`src/rtl/fma_spec_pkg.sv`:
```
package fma_spec_pkg;
  typedef enum logic [2:0] {
    CL_ZERO   = 3'd0,
    CL_NORM   = 3'd1,
    CL_DENORM = 3'd2,
    CL_INF    = 3'd3,
    CL_QNAN   = 3'd4,
    CL_SNAN   = 3'd5
  } opnd_class_e;
endpackage

```
`src/rtl/fma_opnd_class.sv`:
```
module fma_opnd_class
  import fma_spec_pkg::*;
#(
  parameter int EXP_W  = 11,
  parameter int FRAC_W = 52,
  localparam int W = 1 + EXP_W + FRAC_W
) (
  input  logic [W-1:0] op_i,
  output opnd_class_e  cls_o
);
  logic [EXP_W-1:0]  exp_f;
  logic [FRAC_W-1:0] frac_f;
  logic              exp_max, exp_min, frac_zero;

  assign exp_f     = op_i[W-2 -: EXP_W];
  assign frac_f    = op_i[FRAC_W-1:0];
  assign exp_max   = &exp_f;
  assign exp_min   = ~|exp_f;
  assign frac_zero = ~|frac_f;

  always_comb begin
    if (exp_max) begin
      if (frac_zero)                cls_o = CL_INF;
      else if (frac_f[FRAC_W-1])    cls_o = CL_QNAN;
      else                          cls_o = CL_SNAN;
    end else if (exp_min) begin
      cls_o = frac_zero ? CL_ZERO : CL_DENORM;
    end else begin
      cls_o = CL_NORM;
    end
  end
endmodule

```
`src/rtl/fma_nan_pick.sv`:
```
module fma_nan_pick
  import fma_spec_pkg::*;
#(
  parameter int EXP_W  = 11,
  parameter int FRAC_W = 52,
  parameter int N_OPS  = 3,
  localparam int W = 1 + EXP_W + FRAC_W
) (
  input  logic [N_OPS-1:0][W-1:0] ops_i,   // index 0 has highest priority
  input  opnd_class_e             cls_i [N_OPS],
  output logic                    hit_o,
  output logic [W-1:0]            res_o,
  output logic                    invalid_o
);
  localparam logic [W-1:0] QUIET_BIT = W'(1) << (FRAC_W - 1);

  always_comb begin
    hit_o     = 1'b0;
    res_o     = '0;
    invalid_o = 1'b0;
    // scan low priority first so the highest-priority hit is written last
    for (int i = N_OPS - 1; i >= 0; i--) begin
      if (cls_i[i] == CL_QNAN) begin
        hit_o     = 1'b1;
        res_o     = ops_i[i];
        invalid_o = 1'b0;
      end
    end
    for (int i = N_OPS - 1; i >= 0; i--) begin
      if (cls_i[i] == CL_SNAN) begin
        hit_o     = 1'b1;
        res_o     = ops_i[i] | QUIET_BIT;
        invalid_o = 1'b1;
      end
    end
  end
endmodule

```
`src/rtl/fma_infzero_resolve.sv`:
```
module fma_infzero_resolve
  import fma_spec_pkg::*;
#(
  parameter int EXP_W  = 11,
  parameter int FRAC_W = 52,
  parameter logic [EXP_W+FRAC_W:0] DEF_NAN = {1'b0, {EXP_W{1'b1}}, 1'b1, {(FRAC_W-1){1'b0}}},
  localparam int W = 1 + EXP_W + FRAC_W
) (
  input  opnd_class_e  z_cls_i,
  input  opnd_class_e  x_cls_i,
  input  opnd_class_e  y_cls_i,
  input  logic [W-1:0] z_i,
  input  logic         prod_sign_i,
  output logic         hit_o,
  output logic [W-1:0] res_o,
  output logic         invalid_o
);
  logic x_inf, y_inf, x_zero, y_zero, z_inf;

  assign x_inf  = (x_cls_i == CL_INF);
  assign y_inf  = (y_cls_i == CL_INF);
  assign x_zero = (x_cls_i == CL_ZERO);
  assign y_zero = (y_cls_i == CL_ZERO);
  assign z_inf  = (z_cls_i == CL_INF);

  always_comb begin
    hit_o     = 1'b1;
    res_o     = '0;
    invalid_o = 1'b0;
    if (x_inf || y_inf) begin
      if (x_zero || y_zero) begin
        res_o     = DEF_NAN;
        invalid_o = 1'b1;
      end else if (z_inf && (z_i[W-1] != prod_sign_i)) begin
        res_o     = DEF_NAN;
        invalid_o = 1'b1;
      end else begin
        res_o = {prod_sign_i, {EXP_W{1'b1}}, {FRAC_W{1'b0}}};
      end
    end else if (x_zero || y_zero || z_inf) begin
      // zero product, or finite product swamped by infinite z: z passes
      res_o = z_i;
    end else begin
      hit_o = 1'b0;
    end
  end
endmodule

```
`src/rtl/fma_special_resolver.sv`:
```
module fma_special_resolver
  import fma_spec_pkg::*;
#(
  parameter int EXP_W  = 11,
  parameter int FRAC_W = 52,
  parameter logic [EXP_W+FRAC_W:0] DEF_NAN = {1'b0, {EXP_W{1'b1}}, 1'b1, {(FRAC_W-1){1'b0}}},
  localparam int W = 1 + EXP_W + FRAC_W,
  localparam int N_OPS = 3
) (
  input  logic         clk_i,
  input  logic         rst_ni,
  input  logic [W-1:0] z_i,
  input  logic [W-1:0] x_i,
  input  logic [W-1:0] y_i,
  input  logic         neg_prod_i,
  output logic         special_o,
  output logic [W-1:0] result_o,
  output logic         invalid_o,
  output logic         use_dp_o
);
  logic [N_OPS-1:0][W-1:0] ops;
  opnd_class_e             cls [N_OPS];

  assign ops = {y_i, x_i, z_i};

  for (genvar g = 0; g < N_OPS; g++) begin : g_cls
    fma_opnd_class #(.EXP_W(EXP_W), .FRAC_W(FRAC_W)) u_cls (
      .op_i  (ops[g]),
      .cls_o (cls[g])
    );
  end

  logic         nan_hit, nan_inv;
  logic [W-1:0] nan_res;
  fma_nan_pick #(.EXP_W(EXP_W), .FRAC_W(FRAC_W), .N_OPS(N_OPS)) u_nan (
    .ops_i     (ops),
    .cls_i     (cls),
    .hit_o     (nan_hit),
    .res_o     (nan_res),
    .invalid_o (nan_inv)
  );

  logic         prod_sign;
  logic         iz_hit, iz_inv;
  logic [W-1:0] iz_res;
  assign prod_sign = x_i[W-1] ^ y_i[W-1] ^ neg_prod_i;

  fma_infzero_resolve #(.EXP_W(EXP_W), .FRAC_W(FRAC_W), .DEF_NAN(DEF_NAN)) u_iz (
    .z_cls_i     (cls[0]),
    .x_cls_i     (cls[1]),
    .y_cls_i     (cls[2]),
    .z_i         (z_i),
    .prod_sign_i (prod_sign),
    .hit_o       (iz_hit),
    .res_o       (iz_res),
    .invalid_o   (iz_inv)
  );

  logic         spec_d, inv_d;
  logic [W-1:0] res_d;
  always_comb begin
    if (nan_hit) begin
      spec_d = 1'b1; res_d = nan_res; inv_d = nan_inv;
    end else if (iz_hit) begin
      spec_d = 1'b1; res_d = iz_res;  inv_d = iz_inv;
    end else begin
      spec_d = 1'b0; res_d = '0;      inv_d = 1'b0;
    end
  end

  always_ff @(posedge clk_i or negedge rst_ni) begin
    if (!rst_ni) begin
      special_o <= 1'b1;
      result_o  <= '0;
      invalid_o <= 1'b0;
      use_dp_o  <= 1'b0;
    end else begin
      special_o <= spec_d;
      result_o  <= res_d;
      invalid_o <= inv_d;
      use_dp_o  <= ~spec_d;
    end
  end
endmodule

```
`config.mk`:
```
export PLATFORM = sky130hd
export DESIGN_NAME = fma_special_resolver
export DESIGN_NICKNAME = d
export VERILOG_FILES = /design/src/rtl/fma_spec_pkg.sv /design/src/rtl/fma_opnd_class.sv /design/src/rtl/fma_nan_pick.sv /design/src/rtl/fma_infzero_resolve.sv /design/src/rtl/fma_special_resolver.sv
export SDC_FILE = /design/constraint.sdc
export NUM_CORES = 1
export LEC_CHECK = 0
export ABC_AREA = 1
export BUFFER_PORTS_ARGS = -buffer_cell sky130_fd_sc_hd__buf_2
export CAP_MARGIN = 25
export CELL_PAD_IN_SITES_DETAIL_PLACEMENT = 0
export CELL_PAD_IN_SITES_GLOBAL_PLACEMENT = 1
export CORE_ASPECT_RATIO = 1.1
export CORE_UTILIZATION = 30
export DETAILED_ROUTE_END_ITERATION = 7
export GPL_TIMING_DRIVEN = 1
export MAX_ROUTING_LAYER = met4
export PLACE_DENSITY = 0.85
export REMOVE_ABC_BUFFERS = 1
export SYNTH_ARGS = -nofsm -noshare
export SYNTH_HDL_FRONTEND = slang
export SYNTH_SLANG_ARGS = --single-unit
```
`constraint.sdc`:
```
create_clock -name clk_i -period 0.8 [get_ports clk_i]
set_input_delay 0.08 -clock clk_i [delete_from_list [all_inputs] [get_ports clk_i]]
set_output_delay 0.08 -clock clk_i [all_outputs]
set_load 0.02 [all_outputs]
```
==> metrics.cfg <==
[cts]
cts_tree=built
cts-root-buf=clkbuf_16
htreeDepth=3
cts_buffer_depth=2
cts_buffers=9
clock-sinks=67
path_clk_slew_ps=60

[placement]
io_buffers=261
dpl_cell_area_mm2=0.007587
dp_hpwl_um=15460
gp_congestion=0.8654
pre_cts_slack_ps=-1241

[timing]
hold_violations=1
period_needed_ps=1572
tightest_slew_ps=309.7
hold_ws_ps=-1.090
finalMaxSlewViolations=0
period_share_pct=196.5
slew_headroom_pct=79.19
tns_ps=-56560
rsz0062_at_grt=yes
clock.fmax_mhz=636.0
setup_slack_ps=-772.3
setup_viol=134

[logic_synthesis]
synthTopCellsByArea=dfrtp_1 (35%), nand2_1 (23%), nor2_1 (8.2%), nand3_1 (7.5%), nand3_2 (4.4%)
syn_inst=738
yosysSeqAreaShare_pct=35.11
ys_seq_elements=67
avgSynthCellArea_um2=6.475
yosysUniqueCellTypes=38
synth.largest_area_cell=dfrtp_1
yosysWarnings=0
netlist.area_leader.share_pct=34.56
syn_area_mm2=0.004778

[drt]
vias_per_cell=4.849
routedWlPerCell_um=16.28
vias=6765
first_pass_iters=5
dr.first_iter.drc_count=309
ant_nets=0
route.detailed.drc=0
wirelength_um=22710

[die]
placementRows=48
dieArea_mm2=0.01644
fp.coreArea_mm2=0.01562
die_w_um=122.3
initial_core_util_pct=30.60
io_pins=262
die_h_um=134.4

[worst_setup_path]
critPathLaunchType=primary input
endpoint_kind=register
critPathLaunch=z_i[26]
critPathCapture=result_o[9]$_DFF_PN0_
worstPathMaxFanout=8
crit_type=primary input to register
cp_data_arrival_time_ps=1840
worst_ep_required_time_ps=1070

[finish]
final_common_cell=nand2_1
nets=1382
fin_util_pct=63.89
fill_cells=1279
area_delta_synth_final_pct=108.8
drive_above_1_share_pct=57.30
fin_area_mm2=0.009977
final_cell_mix=nand2_1 (221), buf_2 (155), buf_4 (152), buf_6 (116), nand2_2 (69)

[min_path]
min_path_type=primary input to register

[power_and_ir_drop]
vdd_drop_max_mv=0.8755
power_density_mw_per_mm2=961.6
leakage_uw=0.005220

[global_routing]
grtUsageTotal_pct=25.65
grt_max_degree=36
grt_overflow=0
antenna_found_initial=3
grt_pass1_wl_um=31360
grt_pass1_vias=6317

[outcome]
violations=hold timing, setup timing
status=finished with violations

[run]
cap_violations=0

synthesized netlist by cell type, drive strengths merged:
library cell  count
nand2           308
nor2            109
nand3            94
dfrtp            66
inv              40
o21ai            39
buf              20
a21o             15
nand4            11
clkbuf           10
nor3              7
or2               4
nand3b            3
a21oi             2
nor4              2
a21boi            1
and2              1
and3              1
clkinv            1
dfstp             1
o211ai            1
o21bai            1
xor2              1
routing by layer:
metal  routed length (um)  share of wire (%)  global-route usage [%]
met2                11650                 51                   44.44
met5                    0                  0                       -
met1                 8764                 39                   29.87
met3                 1503                6.6                   3.784
met4                  792                3.5                   8.875
how the worst min path moves through the flow:
| stage | startpoint | endpoint | cells after the start |
|---|---|---|---|
| final | z_i[11] | result_o[11]$_DFF_PN0_ | 3 |
| after global routing | z_i[11] | result_o[11]$_DFF_PN0_ | 3 |
| after CTS | z_i[11] | result_o[11]$_DFF_PN0_ | 3 |
| after detailed placement | rst_ni | result_o[43]$_DFF_PN0_ | 1 |
| after global placement | rst_ni | result_o[42]$_DFF_PN0_ | 1 |
| after floorplan | rst_ni | invalid_o$_DFF_PN0_ | 0 |
cell type report:
| class | instances | area, um^2 | area share (%) |
|---|---|---|---|
| clock buffer | 9 | 225.2 | 2.257 |
| antenna | 3 | 7.507 | 0.07524 |
| timing repair buffer | 467 | 4009 | 40.18 |
| sequential | 67 | 1678 | 16.82 |
| clock inverter | 7 | 92.59 | 0.9280 |
| multi-input combinational | 601 | 3546 | 35.54 |
| inverter | 41 | 168.9 | 1.693 |
| tap | 200 | 250.2 | 2.508 |
kinds of logic (layout without fill, tap and decap cells):
| group | Yosys count | after routing | synth area share (%) |
|---|---|---|---|
| AND/OR/NAND/NOR | 540 | 541 | 50.35 |
| flip-flops | 67 | 67 | 35.11 |
| XOR/XNOR | 1 | 1 | 0.1833 |
| buffers and inverters | 71 | 524 | 7.227 |
| other | 0 | 3 | 0 |
| AO/OA/AOI/OAI | 59 | 59 | 7.123 |
where the power goes:
group / switching [uW] / internal (uW)
clock network: 1640 / 2730
registers: 2.21 / 3390
logic: 802 / 1030
through the flow:
stage          cells  total power [uW]
2_1_floorplan    708              3653
5_1_grt         1395              9924
3_5_place_dp    1336              4926
4_1_cts         1375              9387
3_3_place_gp    1336              4916
6_report        1395              9594
critical path: stages:
cell and delay [ps]:
buf_6 90, nor2_1 140, nand2_2 80, nor2_4 140, nand2_2 90, nor2_4 140
nand2_4 80, nand3_4 80, buf_6 90, nand3b_1 110, nand2_4 220, clkbuf_16 220
nand2_2 40, a21o_1 170, nand2_1 60
timing repair:
item,4_1_cts,5_1_grt
gates cloned,3,10
pin swaps,26,105
resized for setup,210,219
endpoints found under the hold margin,77,1
endpoints found under the setup margin,134,134
hold buffers,11,1
buffers inserted,12,6
flip-flops by register name, summed over array words and instances, names as in the netlist:
register / flops
use_dp_o: 1
invalid_o: 1
result_o: 64
special_o: 1
(Power assumes the default switching activity.)
